<file path="src/rtl/bseq_pkg.sv">
package bseq_pkg;

    typedef enum logic [1:0] {
        ST_IDLE,
        ST_PWRUP,
        ST_TRACK,
        ST_CONV
    } bseq_state_e;

    localparam int unsigned XTRK_TICKS = 4;

    function automatic int unsigned max2(input int unsigned a, input int unsigned b);
        return (a > b) ? a : b;
    endfunction

endpackage

</file>
<file path="src/rtl/bseq_phase_timer.sv">
module bseq_phase_timer #(
    parameter int unsigned W = 5
) (
    input  logic         clk,
    input  logic         rst_n,
    input  logic         load,
    input  logic [W-1:0] load_val,
    input  logic         tick,
    output logic         expire
);

    logic [W-1:0] rem_q;

    always_ff @(posedge clk) begin
        if (!rst_n) begin
            rem_q <= '0;
        end else if (load) begin
            rem_q <= load_val;
        end else if (tick && (rem_q != '0)) begin
            rem_q <= rem_q - 1'b1;
        end
    end

    assign expire = tick && (rem_q == '0);

    // without a tick and without a reload the remaining count holds
    p_hold_no_tick_r12: assert property (@(posedge clk) disable iff (!rst_n)
        (!load && !tick) |=> $stable(rem_q))
        else $error("phase timer moved without a tick");

endmodule

</file>
<file path="src/rtl/bseq_rep_counter.sv">
module bseq_rep_counter #(
    parameter int unsigned W = 4
) (
    input  logic         clk,
    input  logic         rst_n,
    input  logic         load,
    input  logic [W-1:0] load_val,
    input  logic         dec,
    output logic         last
);

    logic [W-1:0] left_q;

    always_ff @(posedge clk) begin
        if (!rst_n) begin
            left_q <= '0;
        end else if (load) begin
            left_q <= load_val;
        end else if (dec) begin
            left_q <= left_q - 1'b1;
        end
    end

    assign last = (left_q == '0);

    // the sequencer never asks for another conversion when none remain
    p_no_underflow_r4: assert property (@(posedge clk) disable iff (!rst_n)
        dec |-> (left_q != '0))
        else $error("repeat counter underflow");

endmodule

</file>
<file path="src/rtl/bseq_burst_ctrl.sv">
module bseq_burst_ctrl
    import bseq_pkg::*;
#(
    parameter int unsigned RES_W = 10,
    parameter int unsigned CNT_W = 4,
    parameter int unsigned PU_W  = 5,
    parameter int unsigned TK_W  = 4
) (
    input  logic             clk,
    input  logic             rst_n,
    input  logic             sar_tick,
    input  logic             keep_on,
    input  logic [CNT_W-1:0] burst_len,
    input  logic [PU_W-1:0]  pwrup_len,
    input  logic [TK_W-1:0]  track_len,
    input  logic             fixed_trk,
    input  logic             conv_start,
    output logic             pwr_on,
    output logic             pwrup_ph,
    output logic             track,
    output logic             convert,
    output logic             busy,
    output logic             done
);

    localparam int unsigned CONV_TICKS = RES_W + 1;
    localparam int unsigned TMR_W = max2(max2(PU_W, TK_W), max2($clog2(CONV_TICKS + 1), 2));
    localparam logic [TMR_W-1:0] XT_VAL = TMR_W'(XTRK_TICKS - 1);
    localparam logic [TMR_W-1:0] CV_VAL = TMR_W'(CONV_TICKS - 1);

    bseq_state_e      state_q, state_d;
    logic             fixed_q;
    logic [TK_W-1:0]  trk_q;
    logic             done_q;

    logic             tmr_load, tmr_expire;
    logic [TMR_W-1:0] tmr_val;
    logic             rep_load, rep_dec, rep_last;
    logic [CNT_W-1:0] rep_init;
    logic             done_set;

    assign rep_init = (burst_len == '0) ? '0 : burst_len - 1'b1;

    bseq_phase_timer #(.W(TMR_W)) u_timer (
        .clk      (clk),
        .rst_n    (rst_n),
        .load     (tmr_load),
        .load_val (tmr_val),
        .tick     (sar_tick),
        .expire   (tmr_expire)
    );

    bseq_rep_counter #(.W(CNT_W)) u_reps (
        .clk      (clk),
        .rst_n    (rst_n),
        .load     (rep_load),
        .load_val (rep_init),
        .dec      (rep_dec),
        .last     (rep_last)
    );

    // next state and phase loading
    always_comb begin
        state_d  = state_q;
        tmr_load = 1'b0;
        tmr_val  = '0;
        rep_load = 1'b0;
        rep_dec  = 1'b0;
        done_set = 1'b0;
        unique case (state_q)
            ST_IDLE: begin
                if (conv_start) begin
                    rep_load = 1'b1;
                    tmr_load = 1'b1;
                    if (!keep_on) begin
                        state_d = ST_PWRUP;
                        tmr_val = TMR_W'(pwrup_len);
                    end else begin
                        state_d = ST_TRACK;
                        tmr_val = fixed_trk ? XT_VAL : TMR_W'(track_len);
                    end
                end
            end
            ST_PWRUP: begin
                if (tmr_expire) begin
                    tmr_load = 1'b1;
                    if (fixed_q) begin
                        state_d = ST_TRACK;
                        tmr_val = XT_VAL;
                    end else begin
                        state_d = ST_CONV;
                        tmr_val = CV_VAL;
                    end
                end
            end
            ST_TRACK: begin
                if (tmr_expire) begin
                    state_d  = ST_CONV;
                    tmr_load = 1'b1;
                    tmr_val  = CV_VAL;
                end
            end
            ST_CONV: begin
                if (tmr_expire) begin
                    if (rep_last) begin
                        state_d  = ST_IDLE;
                        done_set = 1'b1;
                    end else begin
                        state_d  = ST_TRACK;
                        rep_dec  = 1'b1;
                        tmr_load = 1'b1;
                        tmr_val  = fixed_q ? XT_VAL : TMR_W'(trk_q);
                    end
                end
            end
            default: state_d = ST_IDLE;
        endcase
    end

    // state register
    always_ff @(posedge clk) begin
        if (!rst_n) begin
            state_q <= ST_IDLE;
        end else begin
            state_q <= state_d;
        end
    end

    // burst settings captured at acceptance
    always_ff @(posedge clk) begin
        if (!rst_n) begin
            fixed_q <= 1'b0;
            trk_q   <= '0;
        end else if ((state_q == ST_IDLE) && conv_start) begin
            fixed_q <= fixed_trk;
            trk_q   <= track_len;
        end
    end

    always_ff @(posedge clk) begin
        if (!rst_n) begin
            done_q <= 1'b0;
        end else begin
            done_q <= done_set;
        end
    end

    // outputs
    always_comb begin
        pwrup_ph = (state_q == ST_PWRUP);
        track    = (state_q == ST_PWRUP) || (state_q == ST_TRACK);
        convert  = (state_q == ST_CONV);
        busy     = (state_q != ST_IDLE);
        pwr_on   = busy || keep_on;
        done     = done_q;
    end

    // a running phase never changes state on a cycle without a tick
    p_stall_no_tick_r12: assert property (@(posedge clk) disable iff (!rst_n)
        (!sar_tick && (state_q != ST_IDLE)) |=> $stable(state_q))
        else $error("state moved without a SAR tick");

    // a start pulse during a burst does not end it
    p_ignore_start_r8: assert property (@(posedge clk) disable iff (!rst_n)
        (busy && conv_start && !(convert && tmr_expire)) |=> busy)
        else $error("start during burst disturbed it");

    // done lasts one cycle
    p_done_single_r9: assert property (@(posedge clk) disable iff (!rst_n)
        done |=> !done)
        else $error("done longer than one cycle");

    // busy falling is accompanied by done
    p_busy_fall_done_r9: assert property (@(posedge clk) disable iff (!rst_n)
        $fell(busy) |-> done)
        else $error("busy fell without done");

    // an unbiased converter is off when the burst completes
    p_dark_after_r10: assert property (@(posedge clk) disable iff (!rst_n)
        (done && !keep_on) |-> !pwr_on)
        else $error("converter left powered");

endmodule

</file>
<file path="config.mk">
export PLATFORM = sky130hd
export DESIGN_NAME = bseq_burst_ctrl
export DESIGN_NICKNAME = d
export VERILOG_FILES = /design/src/rtl/bseq_pkg.sv /design/src/rtl/bseq_phase_timer.sv /design/src/rtl/bseq_rep_counter.sv /design/src/rtl/bseq_burst_ctrl.sv
export SDC_FILE = /design/constraint.sdc
export NUM_CORES = 1
export LEC_CHECK = 0
export ABC_CLOCK_PERIOD_IN_PS = 2900
export BUFFER_PORTS_ARGS = -buffer_cell sky130_fd_sc_hd__clkbuf_2
export CORE_ASPECT_RATIO = 0.6
export CORE_MARGIN = 5
export CORE_UTILIZATION = 53
export CTS_CLUSTER_DIAMETER = 120
export DETAILED_ROUTE_END_ITERATION = 8
export PLACE_DENSITY = 0.85
export RECOVER_POWER = 50
export SYNTH_ARGS = -nofsm -noshare
export SYNTH_HDL_FRONTEND = slang
export SYNTH_HIERARCHICAL = 1
export SYNTH_SLANG_ARGS = --single-unit
</file>
<file path="constraint.sdc">
create_clock -name clk -period 2.9 [get_ports clk]
set_clock_uncertainty 0.15 [all_clocks]
set_input_delay 0.435 -clock clk [delete_from_list [all_inputs] [get_ports clk]]
set_output_delay 0.435 -clock clk [all_outputs]
set_load 0.005 [all_outputs]
</file>
* Yosys cells after proc, flatten, opt, wreduce, memory -nomap -nowiden
Index checks and enable logic that the tools add are counted.
Cells by class: equal/unequal tests 7, add/subtract/negate cells 3, multiplexer cells 31, reductions and logical operators 16
Operators by type and width (count):
- 2-to-1 mux 4 bit | 10
- 2-to-1 mux 5 bit | 4
- one-hot mux 5 bit (4 select lines) | 1
- 2-to-1 mux 2 bit | 6
- zero test 4 bit | 2
- 2-to-1 mux 1 bit | 8
- one-hot mux 2 bit (4 select lines) | 1
- subtractor 4 x 1 -> 4 bit, second input constant | 2
- nonzero test 2 bit | 3
- zero test 5 bit | 1
- nonzero test 5 bit | 1
- subtractor 5 x 1 -> 5 bit, second input constant | 1
- equality test 2 bit, second input constant | 2
- inequality test 2 x 1 -> 1 bit, second input constant | 2
- inequality test 2 bit, second input constant | 2
- AND reduction 4 bit | 1
- logical AND 1 bit | 3
- one-hot mux 1 bit (3 select lines) | 1
- AND reduction 3 bit | 1
- equality test 2 x 1 -> 1 bit, second input constant | 1
- zero test 2 bit | 1
- logical OR 1 bit | 2
- OR reduction 2 bit | 1
Word-level totals: logic and storage cells 63, bits of input ports 19, register bits 17, output and inout port bits 6

* Longest topological paths before layout
depth in word-level cells 6, gate-level depth with buffers 11, gate-level depth less buffers 10

* Modules after synthesis
The synthesis kept the hierarchy.
Modules (own cells, without submodules):
- bseq_burst_ctrl | times used 1, area an instance 644.4 µm², cells an instance 87, seq. area each 160.2 µm²
- bseq_phase_timer | times used 1, area an instance 299.0 µm², cells an instance 39, seq. area each 100.1 µm²
- bseq_rep_counter | times used 1, area an instance 222.7 µm², cells an instance 25, seq. area each 80.1 µm²

* Worst setup path before layout
Ideal clock, no wire load.
path kind input to register, start input port sar_tick, end register u_timer.rem_q[4], library setup time 0.127 ns, stages 10, required time 2.623 ns, arrival time 2.181 ns, path buffers 2, path slack 0.442 ns, cells stage by stage clkbuf_1 > nand2_1 > nor4_1 > nor2b_1 > o21ai_1 > nand2_1 > clkbuf_1 > inv_1 > o311ai_0 > a21oi_1
Between the ends: longest elaborated chain between the ends 4, elaborated cells between the ends (all ways) 7, classes of those cells mux (4); reduce/logical (3)
RTL lines:
- start: declaration | RTL line bseq_burst_ctrl.sv:11 | input logic sar_tick,
- logical AND 1 bit * | RTL line bseq_phase_timer.sv:24 | assign expire = tick && (rem_q == '0);
- via tmr_expire | RTL line bseq_burst_ctrl.sv:36 | logic tmr_load, tmr_expire;
- 2-to-1 mux 1 bit (on tied branches) | RTL line bseq_burst_ctrl.sv:104, bseq_burst_ctrl.sv:85, bseq_burst_ctrl.sv:97
- one-hot mux 1 bit (3 select lines) * | RTL line bseq_burst_ctrl.sv:70 | unique case (state_q)
- via tmr_load | RTL line bseq_burst_ctrl.sv:36
- 2-to-1 mux 5 bit or nonzero test 2 bit (tied branches)
- end signal: assignment | RTL line bseq_phase_timer.sv:18 | rem_q <= load_val;
- end signal: assignment | RTL line bseq_phase_timer.sv:20 | rem_q <= rem_q - 1'b1;
- end: declaration | RTL line bseq_phase_timer.sv:12 | logic [W-1:0] rem_q;
The timed path passes the listed nets; every way through them passes the cells marked *. A chain may end at the register's enable or synchronous reset.

* Final worst setup path
start register u_timer.rem_q[0], end register u_timer.rem_q[2]
Between the ends: longest elaborated chain between the ends 5, elaborated cells between the ends (all ways) 14, classes of those cells add/sub (1); mux (8); reduce/logical (5)
RTL lines (RTL line):
- zero test 5 bit * | bseq_phase_timer.sv:24
- logical AND 1 bit * | bseq_phase_timer.sv:24
- via tmr_expire | bseq_burst_ctrl.sv:36
- 2-to-1 mux 1 bit (on tied branches) | bseq_burst_ctrl.sv:104, bseq_burst_ctrl.sv:85, bseq_burst_ctrl.sv:97
- one-hot mux 1 bit (3 select lines) * | bseq_burst_ctrl.sv:70
- via tmr_load | bseq_burst_ctrl.sv:36
- 2-to-1 mux 5 bit or nonzero test 2 bit (tied branches)
The timed path passes the listed nets; every way through them passes the cells marked *. The select of a mux whose other input is x is not followed.

==> metrics.cfg <==
[drt]
detail_route.vias_per_cell=5.75
wl_um=3010
remaining_drc_errors=0
detail-route-antenna-nets=0
detail_route.wl_per_cell_um=14.6
dr_total_vias=1184
drt_iter0_drc=90
detailedRoute.firstPassIterationCount=4

[yosys]
synth.net_count=177
yosysSeqAreaShare_pct=29.2
synth.most_common_cell=nand2_1
synthesis.yosys.warnings=6
number_of_storage_elements_in_the_synthesis_netlist=17
synth_largest_area_cell=dfxtp_1
synthFlopType=dfxtp_1
netlist-cell-type-count=45
post_synth_instance_area_um2=1170
post_synth_inst_count=151
postSynth.asyncResetShare_pct=0
synth_area_leaders=dfxtp_1, nand2_1, ha_1
synth_top_cells_by_count=nand2_1, dfxtp_1, inv_1
syn_avg_cell_area_um2=7.72
yosys.area.top_type_share_pct=29.2
synth-edff-count=0

[worst_setup_path]
critPathKind=register to register
worst_ep_required_time_ns=2.89
worst-endpoint-arrival_ns=2.45
worstSetupStartpointType=register
cp-end-kind=register
critical_path_peak_fanout=9

[die]
die-width_um=70.6
die-area_um2=3270
design.portCount=25
initial_utilization_pct=54.7
fp.dieH_um=46.3
core_um2=2130
rows=13

[sta]
layout_setup_ws_ns=0.439
final_period_minus_worst_setup_slack_ns=2.46
grt_setup_unrepaired=false
max-slew-margin-rel_pct=74.4
worst_slew_pin_slew_ns=0.382
timing.final.setup_violations=0
timing_max_transition_violations_final=0
hold_viol=0
period_share_pct=84.9
fmaxAchievable_mhz=406
finalHoldWorstSlack_ns=0.271
tns_ns=0

[placed_design]
dp.final_hpwl_um=2340
dp_slack_ns=0.698
dpl-instance-area_um2=1310
buffer_ports.inserted=24
globalplace.congestion=0.918
placedCellCount=202

[run_status]
status=completed

[clock_tree]
clk_latency_worst_skew_pair_ns=0.25
post_cts.repair.setup_buffers=0
cts.root.buffer_cell=clkbuf_8
hold_buffers=0
clk_path_buf_depth=2
htree_num_levels=1
cts-buffers-inserted=3
cts_resized=0
clk_transition_reported_paths_ns=0.07
cts_sinks=17
tritoncts=yes

[layout]
proportion_of_layout_cells_with_a_drive_suffix_above_1_pct=19.3
final_cells=206
antenna_cells_inserted=0
area_of_all_placed_cells_without_fillers_um2=1350
layout-area-overhead-vs-synth_pct=15.9
nets_final=203
utilization_after_layout_pct=63.4

[global_routing]
global_route_usage_over_all_layers_pct=19.0
grt_max_degree=15
initial_antenna_violation_count=0
global_route_wire_length_before_repair_um=4790
grt_overflow_total=0
via_count_of_the_first_global_routing_pass=1082

[power]
net-switching-power_uw=458
pwr_density_cell_nw_per_um2=778
cellInternalPower_uw=594
power_frac_clock_pct=17.1
total_leakage_power_nw=0.565
netSwitchingFraction_pct=43.5
pnr_total_power_mw=1.05
sequentialPowerShare_pct=33.7
irDropWorstVdd_mv=0.415
pwr-share-comb_pct=49.2

[min_path]
timing.hold.worst.class=input port to register

[flow_run]
cap_viol_max_count=0

[kinds of logic after synthesis]
family	count (synthesis)	synth area share, %
simple gates	62	29.1
compound gates	42	24.3
buf+inv	18	6.01
flops	17	29.2
fa+ha+maj	7	7.51
xor+xnor	3	2.25
mux	2	1.72
[metal layers]
metal | up-vias | track usage (%) | wire [um]
met1 | 544 | 22.1 | 1310
met4 | 0 | 7.87 | 42
met2 | 45 | 33.3 | 1480
met5 | - | 0 | 0
li1 | 587 | - | -
met3 | 8 | 6.10 | 181
[power groups by stage]
stage,sequential (mW),combinational (mW),clock [mW]
2_1_floorplan,0.342,0.391,0
3_3_place_gp,0.353,0.492,0
3_5_place_dp,0.358,0.517,0
4_1_cts,0.353,0.522,0.183
5_1_grt,0.360,0.572,0.196
6_report,0.354,0.518,0.180
[layout make-up]
type                       count  area, um^2
clock buffer                   4        45.0
fill                         195         779
inverter                      14        52.6
multi-input combinational    116         756
sequential                    17         340
tap                           30        37.5
timing repair buffer          25         120
[cell usage in the layout, fill, tap and decap left out, types with 2 or more instances in the layout]
| cell | Yosys | routed |
|---|---|---|
| ha_1 | 7 | 7 |
| nor3_1 | 3 | 3 |
| nand2_1 | 24 | 24 |
| xnor2_1 | 2 | 2 |
| o21ai_1 | 2 | 2 |
| o22ai_2 | 2 | 2 |
| nor4_1 | 2 | 2 |
| a21oi_1 | 12 | 12 |
| nor2b_1 | 4 | 4 |
| mux2i_1 | 2 | 2 |
| clkbuf_8 | 0 | 3 |
| nor2_1 | 7 | 7 |
| o31a_1 | 2 | 2 |
| a2111o_1 | 2 | 2 |
| o21ai_0 | 12 | 12 |
| clkbuf_1 | 2 | 5 |
| dfxtp_1 | 17 | 17 |
| nand4_1 | 4 | 4 |
| clkbuf_2 | 1 | 21 |
| inv_1 | 13 | 14 |
| nand3_1 | 6 | 6 |
[sequential cells by signal, summed over array words and instances, names as in the netlist]
register and count:
done 1, u_reps/left_q 4, fixed_q 1, trk_q 4, state_q 2, u_timer/rem_q 5
[worst max-delay path, cell delays in order (launching register included)]
cell,delay (ns)
dfxtp_1,0.33
inv_1,0.09
ha_1,0.20
nand2_1,0.09
nor4_1,0.17
clkbuf_1,0.29
nor2b_1,0.25
o21ai_1,0.09
nand2_1,0.23
inv_1,0.14
o21ai_0,0.25
a21oi_1,0.06
[final timing paths]
kind | start | endpoint | slack, ns | cells after the start
worst max register to register | u_timer/rem_q[0]$_SDFFE_PN0P_ | u_timer/rem_q[2]$_SDFFE_PN0P_ | 0.44 | 11
worst max-delay path | u_timer/rem_q[0]$_SDFFE_PN0P_ | u_timer/rem_q[2]$_SDFFE_PN0P_ | 0.44 | 11
worst min register to register | trk_q[3]$_SDFFE_PN0P_ | trk_q[3]$_SDFFE_PN0P_ | 0.32 | 2
worst min-delay path | track_len[2] | trk_q[2]$_SDFFE_PN0P_ | 0.27 | 3
Note: power is estimated with default switching activity, not from simulation.
